**config.mk**
```make
export PLATFORM = sky130hd
export DESIGN_NAME = vss_sync_source
export DESIGN_NICKNAME = d
export VERILOG_FILES = /design/src/rtl/vss_pkg.sv /design/src/rtl/vss_sync.sv /design/src/rtl/vss_lockmon.sv /design/src/rtl/vss_timebase.sv /design/src/rtl/vss_sync_source.sv
export SDC_FILE = /design/constraint.sdc
export NUM_CORES = 1
export LEC_CHECK = 0
export CORE_MARGIN = 2
export CORE_UTILIZATION = 30
export DETAILED_ROUTE_END_ITERATION = 6
export DONT_BUFFER_PORTS = 1
export GPL_ROUTABILITY_DRIVEN = 0
export GPL_TIMING_DRIVEN = 0
export PLACE_DENSITY = 0.45
export SLEW_MARGIN = 40
export SYNTH_ARGS = -nofsm -noshare
export SYNTH_HDL_FRONTEND = slang
export SYNTH_SLANG_ARGS = --single-unit
```
**constraint.sdc**
```tcl
create_clock -name clk -period 2.5 [get_ports clk]
set_input_delay 0.25 -clock clk [delete_from_list [all_inputs] [get_ports clk]]
set_output_delay 0.25 -clock clk [all_outputs]
set_load 0.02 [all_outputs]
```
**src/rtl/vss_pkg.sv**
```systemverilog
package vss_pkg;

  typedef enum logic [1:0] {PH_EVEN, PH_ODD, PH_NONE} phase_e;

  // tenths of a microsecond to clocks, rounded up
  function automatic int cyc_ceil(int tenths, int cpu);
    return (tenths * cpu + 9) / 10;
  endfunction

  // tenths of a microsecond to clocks, rounded down
  function automatic int cyc_floor(int tenths, int cpu);
    return (tenths * cpu) / 10;
  endfunction

  // classify a vertical leading edge by its position inside the line
  function automatic phase_e classify(int pix, int line_cyc, int cpu);
    int near_lim;
    int odd_lo;
    int odd_hi;
    near_lim = cyc_floor(120, cpu);
    odd_lo   = cyc_ceil(200, cpu);
    odd_hi   = cyc_floor(440, cpu);
    if (pix <= near_lim || pix >= line_cyc - near_lim) return PH_EVEN;
    if (pix >= odd_lo && pix <= odd_hi) return PH_ODD;
    return PH_NONE;
  endfunction

endpackage

```
**src/rtl/vss_sync.sv**
```systemverilog
module vss_sync #(
  parameter int STAGES = 2
) (
  input  logic clk,
  input  logic rst_n,
  input  logic din,
  output logic level
);
  logic [STAGES-1:0] sh;

  always_ff @(posedge clk) begin
    if (!rst_n) sh <= '0;
    else        sh <= {sh[STAGES-2:0], din};
  end

  assign level = sh[STAGES-1];
endmodule

```
**src/rtl/vss_lockmon.sv**
```systemverilog
module vss_lockmon import vss_pkg::*; #(
  parameter int CLK_PER_US    = 12,
  parameter int LINE_CYC      = 768,
  parameter int LOSS_LINES    = 4,
  parameter int RESTORE_LINES = 8
) (
  input  logic clk,
  input  logic rst_n,
  input  logic hs_level,
  input  logic hs_rise,
  input  logic hs_fall,
  input  logic drive_mask,
  output logic lost
);
  localparam int HMIN = cyc_ceil(55, CLK_PER_US);
  localparam int HMAX = cyc_floor(125, CLK_PER_US);
  localparam int LOSS = LOSS_LINES * LINE_CYC;
  localparam int WW   = $clog2(HMAX + 2);
  localparam int GW   = $clog2(LOSS + 1);
  localparam int CW   = $clog2(RESTORE_LINES + 1);

  logic [WW-1:0] wid;
  logic          tainted;
  logic [GW-1:0] gap;
  logic [CW-1:0] good;
  logic          valid_pulse;
  logic          timeout;

  // width of the pulse now ending, and whether own drive overlapped it
  always_ff @(posedge clk) begin
    if (!rst_n) begin
      wid     <= '0;
      tainted <= 1'b0;
    end else if (hs_rise) begin
      wid     <= WW'(1);
      tainted <= drive_mask;
    end else if (hs_level) begin
      if (int'(wid) <= HMAX) wid <= wid + 1'b1;
      tainted <= tainted | drive_mask;
    end
  end

  assign valid_pulse = hs_fall && !tainted && int'(wid) >= HMIN && int'(wid) <= HMAX;
  assign timeout     = int'(gap) == LOSS;

  always_ff @(posedge clk) begin
    if (!rst_n) begin
      gap  <= '0;
      good <= '0;
      lost <= 1'b1;
    end else begin
      if (valid_pulse)   gap <= '0;
      else if (!timeout) gap <= gap + 1'b1;

      if (valid_pulse) begin
        if (lost) begin
          if (int'(good) == RESTORE_LINES - 1) begin
            lost <= 1'b0;
            good <= '0;
          end else begin
            good <= good + 1'b1;
          end
        end
      end else if (timeout) begin
        lost <= 1'b1;
        good <= '0;
      end
    end
  end

  // loss is only ever declared after the full silent window
  a_r7_loss_after_window: assert property (@(posedge clk) disable iff (!rst_n)
    $rose(lost) |-> $past(timeout))
    else $error("loss declared before window expired");

  // recovery only on the qualifying valid pulse
  a_r6_restore_on_count: assert property (@(posedge clk) disable iff (!rst_n)
    $fell(lost) |-> ($past(valid_pulse) && $past(good) == CW'(RESTORE_LINES - 1)))
    else $error("recovery without enough valid pulses");
endmodule

```
**src/rtl/vss_timebase.sv**
```systemverilog
module vss_timebase import vss_pkg::*; #(
  parameter int CLK_PER_US  = 12,
  parameter int VS_LINES    = 3,
  parameter int LINES_SHORT = 262,
  localparam int LINE_CYC   = 64 * CLK_PER_US,
  localparam int PW         = $clog2(LINE_CYC),
  localparam int LW         = $clog2(LINES_SHORT + 1)
) (
  input  logic          clk,
  input  logic          rst_n,
  input  logic          lost,
  input  logic          hs_rise,
  input  logic          vs_rise,
  output logic          int_mode,
  output logic [PW-1:0] pix,
  output logic [LW-1:0] line,
  output logic          field_odd,
  output logic          line_start,
  output logic          hs_drv,
  output logic          vs_drv
);
  localparam int HS_CYC = 11 * CLK_PER_US;
  localparam int HALF   = LINE_CYC / 2;

  logic   ext_vs;
  logic   hs_gen;
  logic   vs_gen;
  int     last_line;
  phase_e ph;

  assign line_start = (int'(pix) == LINE_CYC - 1) || (!int_mode && hs_rise);
  assign ext_vs     = !int_mode && vs_rise;
  assign ph         = classify(int'(pix), LINE_CYC, CLK_PER_US);
  assign last_line  = field_odd ? LINES_SHORT : LINES_SHORT - 1;

  always_ff @(posedge clk) begin
    if (!rst_n) begin
      pix       <= '0;
      line      <= '0;
      field_odd <= 1'b0;
      int_mode  <= 1'b1;
    end else begin
      pix <= line_start ? '0 : pix + 1'b1;
      if (line_start) int_mode <= lost;
      if (ext_vs) begin
        line <= '0;
        if (ph == PH_EVEN)     field_odd <= 1'b0;
        else if (ph == PH_ODD) field_odd <= 1'b1;
      end else if (line_start) begin
        if (int'(line) == last_line) begin
          line      <= '0;
          field_odd <= ~field_odd;
        end else begin
          line <= line + 1'b1;
        end
      end
    end
  end

  assign hs_gen = int'(pix) < HS_CYC;
  always_comb begin
    if (!field_odd) vs_gen = int'(line) < VS_LINES;
    else vs_gen = (int'(line) == 0 && int'(pix) >= HALF) ||
                  (int'(line) > 0 && int'(line) < VS_LINES) ||
                  (int'(line) == VS_LINES && int'(pix) < HALF);
  end
  assign hs_drv = int_mode & hs_gen;
  assign vs_drv = int_mode & vs_gen;

  // source selection changes only on a line boundary
  a_r8_switch_on_boundary: assert property (@(posedge clk) disable iff (!rst_n)
    (int_mode != $past(int_mode)) |-> $past(line_start))
    else $error("mode changed mid-line");

  // pixel position stays inside one line
  a_r2_pix_in_line: assert property (@(posedge clk) disable iff (!rst_n)
    int'(pix) < LINE_CYC)
    else $error("pixel counter overran line");

  // line index never exceeds the longer field
  a_r3_line_in_field: assert property (@(posedge clk) disable iff (!rst_n)
    int'(line) <= LINES_SHORT)
    else $error("line counter overran field");
endmodule

```
**src/rtl/vss_sync_source.sv**
```systemverilog
module vss_sync_source import vss_pkg::*; #(
  parameter int CLK_PER_US    = 12,
  parameter int SYNC_STAGES   = 2,
  parameter int LOSS_LINES    = 4,
  parameter int RESTORE_LINES = 8,
  parameter int VS_LINES      = 3,
  parameter int LINES_SHORT   = 262,
  localparam int LINE_CYC     = 64 * CLK_PER_US,
  localparam int PW           = $clog2(LINE_CYC),
  localparam int LW           = $clog2(LINES_SHORT + 1)
) (
  input  logic          clk,
  input  logic          rst_n,
  input  logic          hsync_in,
  input  logic          vsync_in,
  output logic          hsync_out,
  output logic          hsync_oe,
  output logic          vsync_out,
  output logic          vsync_oe,
  output logic [PW-1:0] pix_count,
  output logic [LW-1:0] line_count,
  output logic          field_odd,
  output logic          line_start,
  output logic          ext_locked
);
  localparam int HS_CYC = 11 * CLK_PER_US;
  localparam int RW     = $clog2(LINE_CYC + 1);

  logic [1:0] pin_raw, pin_lvl, pin_prev;
  logic       hs_rise, hs_fall, vs_rise;
  logic       lost, int_mode, hs_drv, vs_drv;
  logic [RW-1:0] run;

  assign pin_raw = {vsync_in, hsync_in};

  for (genvar g = 0; g < 2; g++) begin : g_pin
    vss_sync #(.STAGES(SYNC_STAGES)) u_sync (
      .clk   (clk),
      .rst_n (rst_n),
      .din   (pin_raw[g]),
      .level (pin_lvl[g])
    );
  end

  always_ff @(posedge clk) begin
    if (!rst_n) pin_prev <= '0;
    else        pin_prev <= pin_lvl;
  end

  assign hs_rise = pin_lvl[0] & ~pin_prev[0];
  assign hs_fall = ~pin_lvl[0] & pin_prev[0];
  assign vs_rise = pin_lvl[1] & ~pin_prev[1];

  vss_lockmon #(
    .CLK_PER_US    (CLK_PER_US),
    .LINE_CYC      (LINE_CYC),
    .LOSS_LINES    (LOSS_LINES),
    .RESTORE_LINES (RESTORE_LINES)
  ) u_lock (
    .clk        (clk),
    .rst_n      (rst_n),
    .hs_level   (pin_lvl[0]),
    .hs_rise    (hs_rise),
    .hs_fall    (hs_fall),
    .drive_mask (hs_drv),
    .lost       (lost)
  );

  vss_timebase #(
    .CLK_PER_US  (CLK_PER_US),
    .VS_LINES    (VS_LINES),
    .LINES_SHORT (LINES_SHORT)
  ) u_tb (
    .clk        (clk),
    .rst_n      (rst_n),
    .lost       (lost),
    .hs_rise    (hs_rise),
    .vs_rise    (vs_rise),
    .int_mode   (int_mode),
    .pix        (pix_count),
    .line       (line_count),
    .field_odd  (field_odd),
    .line_start (line_start),
    .hs_drv     (hs_drv),
    .vs_drv     (vs_drv)
  );

  assign hsync_out  = hs_drv;
  assign hsync_oe   = hs_drv;
  assign vsync_out  = vs_drv;
  assign vsync_oe   = vs_drv;
  assign ext_locked = !int_mode;

  // length of the current driven horizontal pulse
  always_ff @(posedge clk) begin
    if (!rst_n || !hsync_oe) run <= '0;
    else                     run <= run + 1'b1;
  end

  // every driven horizontal pulse is full width, none cut short
  a_r8_full_pulse: assert property (@(posedge clk) disable iff (!rst_n)
    $fell(hsync_oe) |-> int'(run) == HS_CYC)
    else $error("runt horizontal pulse driven");

  // the pin is driven only outside external mode
  a_r4_drive_free_run_only: assert property (@(posedge clk) disable iff (!rst_n)
    (hsync_oe || vsync_oe) |-> !ext_locked)
    else $error("pin driven while locked to external sync");
endmodule

```
== Word level (Yosys, flattened, before mapping) ==
Index checks and enable logic that the tools add are counted.
Storage, ports and cells
  bits in registers: 53
  logic and storage cells: 106
  output and inout bits: 26
Operators by class
  eq/ne operators: 8
  bitwise logic cells: 11
  muxes and demuxes: 28
  reductions and logical operators: 30
  $lt $le $gt $ge: 11
  add/sub/neg operators: 5
Operator list (number)
  $eq 10x32->1: 1
  $mux 1: 18
  $mux 4: 4
  $add 12x1->12 const B: 1
  $eq 12x11->1 const B: 1
  $add 10x1->10 const B: 1
  $eq 10x10->1 const B: 1
  $ge 10x10->1 const B: 1
  $ge 10x8->1 const B: 1
  $ge 10x9->1 const B: 1
  $le 10x10->1 const B: 1
  $le 10x8->1 const B: 1
  $lt 10x8->1 const B: 1
  $lt 10x9->1 const B: 1
  $mux 2: 5
  $reduce_bool 2->1: 5
  $add 9x1->9 const B: 1
  $eq 9x3->1 const B: 1
  $gt 9x1->1 const B: 1
  $logic_and 1x1->1: 9
  $logic_not 9->1: 1
  $lt 9x2->1 const B: 1
  $mux 9: 1
  $add 8x1->8 const B: 1
  16 further kinds: 33

== Longest topological paths before layout ==
Gate-level depths: netlist of the first run.
  depth in word-level cells: 10
  depth in mapped cells: 9

== Cells and area by module ==
From an unflattened synthesis of the first run, not the netlist that was laid out.
Second synthesis, totals
  cell total of the unflattened synthesis: 314
  area total of the unflattened synthesis: 2781.4 um^2
Modules (own cells, without submodules)
  vss_lockmon: times used 1, area an instance 1381.3 um^2, cells each 156
  vss_timebase: times used 1, area an instance 1204.9 um^2, cells each 140
  vss_sync: times used 2, area an instance 52.6 um^2, cells each 4
  vss_sync_source: times used 1, area an instance 90.1 um^2, cells each 10

== Worst setup path after synthesis of the first run ==
Ideal clock, no wire load.
  path type: flip-flop to output port
  start point: register u_tb.pix[4]
  end point: output port hsync_out
  stages on the path, launching flop included: 5
  data arrival time: 2.363 ns
  data required time: 2.250 ns
  slack: -0.113 ns
  cell sequence: dfxtp_1 -> nor3_1 -> nand2_1 -> a2111oi_0 -> buf_4
Between the ends
  longest elaborated chain between the ends: 2
RTL lines
  start, declared: line vss_timebase.sv:15  | output logic [PW-1:0] pix,
  start signal, assigned: line vss_timebase.sv:43  | pix <= line_start ? '0 : pix + 1'b1;
  $lt 10x8->1: line vss_timebase.sv:60  | assign hs_gen = int'(pix) < HS_CYC;
  $and 1x1->1: line vss_timebase.sv:67  | assign hs_drv = int_mode & hs_gen;
  end, declared: line vss_sync_source.sv:16  | output logic hsync_out,
No other way between the ends.

== Worst setup path after layout of the first run ==
  start point: register u_tb.pix[9]
  end point: output port vsync_out
Between the ends
  longest elaborated chain between the ends: 6
  elaborated cells between the ends (all ways): 8
RTL lines
  $ge 10x9->1: line vss_timebase.sv:63  | else vs_gen = (int'(line) == 0 && int'(pix) >= HALF) ||
  $logic_and 1x1->1: line vss_timebase.sv:63
  $logic_or 1x1->1: line vss_timebase.sv:63
  $logic_or 1x1->1 (*): line vss_timebase.sv:64  | (int'(line) > 0 && int'(line) < VS_LINES) ||
  $mux 1 (*): line vss_timebase.sv:62  | if (!field_odd) vs_gen = int'(line) < VS_LINES;
  $and 1x1->1 (*): line vss_timebase.sv:68  | assign vs_drv = int_mode & vs_gen;
  end, declared: line vss_sync_source.sv:18  | output logic vsync_out,
Mark *: on every way between the ends. The rest lies on a longest branch, timed or not.

==> impl_metrics.env, run 1 <==
export IMPL_ios=30
export IMPL_port_buffers=0
export IMPL_row_count=34
export IMPL_setup_slack_ns=0.167
export IMPL_grt_usage=0.125
export IMPL_ir_worst_vdd_uv=228
export IMPL_ys_flop_type="dfxtp_1"
export IMPL_die_w_um=97.8
export IMPL_synth_commonest_cells="53 x dfxtp_1, 41 x nor2_1, 30 x nand2_1"
export IMPL_grt_pass1_wl_um=10100
export IMPL_max_stage_delay_ns=0.45
export IMPL_die_h_um=97.8
export IMPL_hp_class="input port to flop"
export IMPL_die_area_sq_mm=0.00956
export IMPL_grt_start_max_net_pins=16
export IMPL_max_freq_mhz=429
export IMPL_synth_edff_count=0
export IMPL_grt_pass1_vias=2086
export IMPL_hpwl_um=4060
export IMPL_finalCritPeriodShare=0.933
export IMPL_async_flop_share=0
export IMPL_ctsHoldBuffers=0
export IMPL_cp_arrival_ns=2.08
export IMPL_drt_total_wl_um=5590
export IMPL_startpoint_type="flop"
export IMPL_worstPathCellList="buf_2 -> a21oi_1 -> mux2_2 -> a22oi_1 -> nor4_4 -> buf_4"
export IMPL_final_layout_size_suffix_gt1_frac=0.0870
export IMPL_coreArea_sq_mm=0.00864
export IMPL_power_density_mw_per_mm2=527
export IMPL_maxCapViolCount=0
export IMPL_netlist_cell_type_count=49
export IMPL_worstPathMaxFanout=9
export IMPL_initial_core_util=0.305
export IMPL_grt_ovfl_total=0
export IMPL_cts_buffers=5
export IMPL_crit_required_ns=2.25
export IMPL_fin_skew_ns=0.0109
export IMPL_slew_headroom=0.630
export IMPL_p_leak_nw=1.06
export IMPL_cts_root_buf="clkbuf_8"
export IMPL_ys_top_cells_by_area="dfxtp_1 40%, nor2_1 5.8%, xor2_1 4.6%"
export IMPL_ys_seq_area_frac=0.402
export IMPL_insertion_delay_ns=0.30
export IMPL_synth_most_common_cell="dfxtp_1"
export IMPL_drc_errors=0
export IMPL_finalCriticalPeriod_ns=2.33
export IMPL_slew_violations=0
export IMPL_run_status="finished clean"
export IMPL_clock_sinks=53
export IMPL_syn_area_per_cell_sq_um=8.45
export IMPL_clk_pin_slew_ns=0.10
export IMPL_cts_tree="done"
export IMPL_syn_area_sq_mm=0.00264
export IMPL_final_hold_viol_count=0
export IMPL_nNetsFinal=334
export IMPL_syn_num_nets=325
export IMPL_synth_cells=312
export IMPL_tightest_slew_ns=0.554
export IMPL_pre_cts_ws_ns=0.237
export IMPL_first_pass_iters=4
export IMPL_holdWs_ns=0.0705
export IMPL_ant_nets=0
export IMPL_syn2layout_area_growth_pct=11.0
export IMPL_vias_per_cell=4.95
export IMPL_cp_end_kind="output pin"
export IMPL_drtIter0Drc=51
export IMPL_h_tree_depth=2
export IMPL_yosys_area_top_type="dfxtp_1"
export IMPL_final_setup_viol_count=0
export IMPL_yosys_area_top_type_share=0.402
export IMPL_wl_per_cell_um=13.0
export IMPL_power_mw=1.54
export IMPL_crit_type="flop to output pin"
export IMPL_rsz0062_at_grt="no"
export IMPL_worstRegToRegCells=7
export IMPL_vias=2134
export IMPL_crit_slowest_cell="dfxtp_1"
export IMPL_yosysWarningCount=0
export IMPL_ys_ff_latch=53
export IMPL_whs_path_depth=1
export IMPL_clock_path_buffers=2
export IMPL_antenna_found_initial=1
path summary, 6_finish.rpt:
check,from,slack [ns],to
max,u_tb.pix[9]$_SDFF_PP0_,0.17,vsync_out
min reg2reg,g_pin[1].u_sync.sh[0]$_SDFF_PN0_,0.44,g_pin[1].u_sync.sh[1]$_SDFF_PN0_
min,hsync_in,0.07,g_pin[0].u_sync.sh[0]$_SDFF_PN0_
max reg2reg,u_tb.pix[0]$_SDFF_PP0_,0.25,u_tb.field_odd$_SDFFE_PN0P_
power breakdown:
group | total, mW | switching, mW | internal [mW]
sequential | 0.880 | 0.0213 | 0.859
combinational | 0.0566 | 0.0323 | 0.0243
clock | 0.606 | 0.279 | 0.327
total | 1.54 | 0.332 | 1.21
area by class of cell:
type                            count  area [sq um]
Antenna cell                        1          2.50
Clock inverter                      1          30.0
Buffer                             12          62.6
Timing Repair Buffer                2          8.76
Fill cell                         941          5710
Multi-Input combinational cell    236          1490
Sequential cell                    53          1070
Clock buffer                        7          86.3
Inverter                           11          41.3
Tap cell                          108           135
registers in the layout (all words and copies together) (netlist names):
signal           count
u_lock.lost          1
pin_prev             2
u_lock.wid           8
u_tb.int_mode        1
u_tb.field_odd       1
u_lock.tainted       1
u_lock.gap          12
g_pin.u_sync.sh      4
u_tb.pix            10
u_tb.line            9
u_lock.good          4
per-layer routing:
layer | global-route usage | wire (um) | vias to the layer above
met4 | 0.0203 | 26 | 0
met2 | 0.199 | 2500 | 27
li1 | - | - | 1110
met1 | 0.175 | 2820 | 995
met5 | 0 | 0 | -
met3 | 0.0344 | 243 | 2
kinds of logic after synthesis:
| family | share of synthesized area |
|---|---|
| mux | 0.00854 |
| simple gates | 0.307 |
| fa+ha+maj | 0.0427 |
| flops | 0.402 |
| xor+xnor | 0.0797 |
| buf+inv | 0.0394 |
| compound gates | 0.120 |
per-stage QoR:
step / utilization / std cells / setup TNS (ns) / cell area (sq um)
6_report: 0.339 / 431 / 0 / 2930
2_1_floorplan: - / 312 / 0 / 2640
3_5_place_dp: 0.324 / 422 / 0 / 2790
3_3_place_gp: 0.321 / 420 / -0.224 / 2770
5_1_grt: 0.339 / 431 / 0 / 2930
4_1_cts: 0.338 / 430 / 0 / 2920
critical path: cells and delay by family, from the launching register on:
kind                   cells  cell delay (ns)
buffers and inverters      2             0.47
DFF                        1             0.45
and+or+nand+nor            1             0.41
muxes                      1             0.25
AOI/OAI and AO/OA          2             0.20
layout by cell type (no fill, tap or decap), drive strengths merged, types with 10 or more instances in the layout:
cell type   n
dfxtp      53
nor2       41
nand2      30
nand3      14
and3       14
xor2       14
a21oi      13
clkbuf     11
inv        10
xnor2      10
buf        10
o21ai      10
timing repair:
item,in CTS,in global routing
buffers inserted,0,0
gates resized for setup,1,4
setup endpoints to repair,1,1
pin swaps,0,1
Note: power is estimated with default switching activity, not from simulation.
==> run 2: changes to the inputs <==
--- a/config.mk
+++ b/config.mk
@@ -5,13 +5,14 @@
 export SDC_FILE = /design/constraint.sdc
 export NUM_CORES = 1
 export LEC_CHECK = 0
+export ABC_AREA = 1
 export CORE_MARGIN = 2
-export CORE_UTILIZATION = 30
+export CORE_UTILIZATION = 34
 export DETAILED_ROUTE_END_ITERATION = 6
 export DONT_BUFFER_PORTS = 1
 export GPL_ROUTABILITY_DRIVEN = 0
 export GPL_TIMING_DRIVEN = 0
-export PLACE_DENSITY = 0.45
+export PLACE_DENSITY = 0.49
 export SLEW_MARGIN = 40
 export SYNTH_ARGS = -nofsm -noshare
 export SYNTH_HDL_FRONTEND = slang
==> run 2 against run 1 <==
Compared with the run above:
- cell count increased by 18%
- critical endpoint unchanged
- synthesized cell count grew 29%
- clock skew decreased by 0.0047 ns
- first-iteration DRC count grew 63%
- non-clock buffer count down 8
- synthesized area up 4.5%
- register-to-register slack improved by 0.33 ns
- largest cell class unchanged
- highest routed layer unchanged
==> impl_metrics.env, run 2 <==
export IMPL_netlist_cell_type_count=30
export IMPL_r2r_slack_ns=0.58
export IMPL_met2_usage=0.238
export IMPL_power_density_mw_per_mm2=473
export IMPL_crit_type="flop to output pin"
export IMPL_ys_flop_type="dfxtp_1"
export IMPL_fin_skew_ns=0.00619
export IMPL_wl_per_cell_um=11.5
export IMPL_grt_pass1_vias=2314
export IMPL_coreArea_sq_mm=0.00781
export IMPL_first_pass_iters=4
export IMPL_p_leak_nw=1.25
export IMPL_nNetsFinal=422
export IMPL_rr_startpoint="u_tb.pix[1]$_SDFF_PP0_"
export IMPL_vias_per_cell=4.72
export IMPL_startpoint_type="flop"
export IMPL_syn_area_per_cell_sq_um=6.85
export IMPL_met1_usage=0.180
export IMPL_die_h_um=94.0
export IMPL_grt_usage=0.143
export IMPL_clock_sinks=53
export IMPL_worstRegToRegCells=8
export IMPL_maxCapViolCount=0
export IMPL_async_flop_share=0
export IMPL_slew_headroom=0.686
export IMPL_max_freq_mhz=442
export IMPL_cp_arrival_ns=2.01
export IMPL_yosys_area_top_type="dfxtp_1"
export IMPL_grt_ovfl_total=0
export IMPL_synth_most_common_cell="nand2_1"
export IMPL_layout_common_cells="96 x nand2_1, 57 x inv_1, 57 x nor2_1"
export IMPL_pre_cts_ws_ns=0.561
export IMPL_final_hold_viol_count=0
export IMPL_synth_cells=402
export IMPL_clock_path_buffers=2
export IMPL_antenna_found_initial=0
export IMPL_ys_top_cells_by_area="dfxtp_1 39%, nand2_1 13%, inv_1 7.8%"
export IMPL_cts_tree="done"
export IMPL_initial_core_util=0.353
export IMPL_regMostFlops="u_lock.gap"
export IMPL_final_setup_viol_count=0
export IMPL_reg_top3="u_lock.gap (12), u_tb.pix (10), u_tb.line (9)"
export IMPL_ir_worst_vdd_uv=182
export IMPL_drtIter0Drc=83
export IMPL_cts_buffers=5
export IMPL_ys_ff_latch=53
export IMPL_finalCritPeriodShare=0.904
export IMPL_synth_commonest_cells="96 x nand2_1, 57 x inv_1, 57 x nor2_1"
export IMPL_cts_root_buf="clkbuf_8"
export IMPL_final_common_cell="nand2_1"
export IMPL_crit_required_ns=2.25
export IMPL_ys_seq_area_frac=0.385
export IMPL_final_setup_tns_ns=0
export IMPL_port_buffers=0
export IMPL_post_cts_buffers=0
export IMPL_rsz0062_at_grt="no"
export IMPL_slew_violations=0
export IMPL_grt_start_max_net_pins=15
export IMPL_tightest_slew_ns=0.467
export IMPL_worstReg2RegEnd="u_tb.pix[9]$_SDFF_PP0_"
export IMPL_cp_end_kind="output pin"
export IMPL_hpwl_um=4380
export IMPL_post_cts_resized=0
export IMPL_die_w_um=94.0
export IMPL_vias=2409
export IMPL_whs_path_depth=2
export IMPL_syn2layout_area_growth_pct=7.31
export IMPL_die_area_sq_mm=0.00884
export IMPL_hp_class="input port to flop"
export IMPL_clk_pin_slew_ns=0.09
export IMPL_finalCriticalPeriod_ns=2.26
export IMPL_final_layout_size_suffix_gt1_frac=0.0515
export IMPL_drc_errors=0
export IMPL_worstPathMaxFanout=8
export IMPL_ant_nets=0
export IMPL_syn_num_nets=415
export IMPL_row_count=32
export IMPL_syn_area_sq_mm=0.00276
export IMPL_setup_slack_ns=0.239
export IMPL_h_tree_depth=2
export IMPL_yosys_area_top_type_share=0.385
export IMPL_hold_end="g_pin[1].u_sync.sh[0]$_SDFF_PN0_"
export IMPL_ios=30
export IMPL_yosysWarningCount=0
export IMPL_n_antenna_cell=0
export IMPL_ctsHoldBuffers=0
export IMPL_grt_pass1_wl_um=10200
export IMPL_insertion_delay_ns=0.30
export IMPL_run_status="finished clean"
export IMPL_min_delay_start="vsync_in"
export IMPL_largest_reg_flops=12
export IMPL_top_usage_layer="met2"
export IMPL_drt_total_wl_um=5880
export IMPL_grt_use_met3=0.0385
export IMPL_synth_edff_count=0
run 2: cell types whose count changed after synthesis, sizes merged, moves of 4 or more:
| cell | change |
|---|---|
| nand2 | +70 |
| inv | +47 |
| nor2 | +18 |
| and3 | -14 |
| nand3 | +14 |
| a21oi | +11 |
| and2 | -9 |
| xnor2 | -7 |
| nand3b | -5 |
| or3 | -5 |
| buf | -4 |
| nand4 | +4 |
| o31a | -4 |
run 2: critical path, cell delays in order, from the launching register on:
cell	delay [ns]
dfxtp_1	0.60
inv_1	0.16
ha_1	0.22
nand2_1	0.07
nand2_1	0.05
o211ai_1	0.10
nand4_1	0.12
inv_1	0.20
buf_4	0.18
run 2: per-stage QoR:
| step | instances | util | area, sq um | hold slack [ns] | power (mW) |
|---|---|---|---|---|---|
| after floorplan | 402 | - | 2760 | 0.348 | 0.939 |
| after global placement | 504 | 0.369 | 2880 | 0.352 | 0.956 |
| after detailed placement | 504 | 0.369 | 2880 | 0.354 | 0.958 |
| after CTS | 510 | 0.379 | 2960 | 0.0269 | 1.43 |
| after global routing | 510 | 0.379 | 2960 | 0.0349 | 1.47 |
| final | 510 | 0.379 | 2960 | 0.0423 | 1.40 |
run 2: cells by family (layout without fill, tap and decap cells):
| kind of cell | Yosys count | count (layout) | share of synthesized area |
|---|---|---|---|
| adder cells (fa/ha/maj) | 9 | 9 | 0.0409 |
| flip-flops | 53 | 53 | 0.385 |
| AND/OR/NAND/NOR | 220 | 220 | 0.352 |
| XOR/XNOR | 17 | 17 | 0.0540 |
| buffers and inverters | 63 | 69 | 0.0917 |
| AO/OA/AOI/OAI | 40 | 40 | 0.0763 |
run 2: worst max path at each step:
stage,startpoint,to,slack (ns)
after global routing,u_tb.line[0]$_SDFFE_PP0P_,vsync_out,0.06
after floorplan,u_tb.line[0]$_SDFFE_PP0P_,vsync_out,0.76
after CTS,u_tb.line[0]$_SDFFE_PP0P_,vsync_out,0.21
after detailed placement,u_tb.line[0]$_SDFFE_PP0P_,vsync_out,0.56
after global placement,u_tb.line[0]$_SDFFE_PP0P_,vsync_out,0.58
final,u_tb.line[0]$_SDFFE_PP0P_,vsync_out,0.24
run 2: layout make-up:
| cell class | count | area [sq um] |
|---|---|---|
| buffer | 6 | 38.8 |
| clock buffer | 5 | 68.8 |
| clock inverter | 1 | 5.00 |
| fill | 854 | 4850 |
| inverter | 57 | 214 |
| multi-input combinational | 286 | 1440 |
| sequential | 53 | 1060 |
| tap | 102 | 128 |
run 2: power by group:
part	total, mW	switching, mW	internal, mW
clock	0.462	0.276	0.185
sequential	0.877	0.0192	0.858
combinational	0.0589	0.0385	0.0204
total	1.40	0.334	1.06
run 2: routing by layer:
metal,vias up,share of wire
met3,8,0.045
met1,1077,0.50
li1,1288,-
met2,36,0.44
met4,0,0.013
met5,-,0
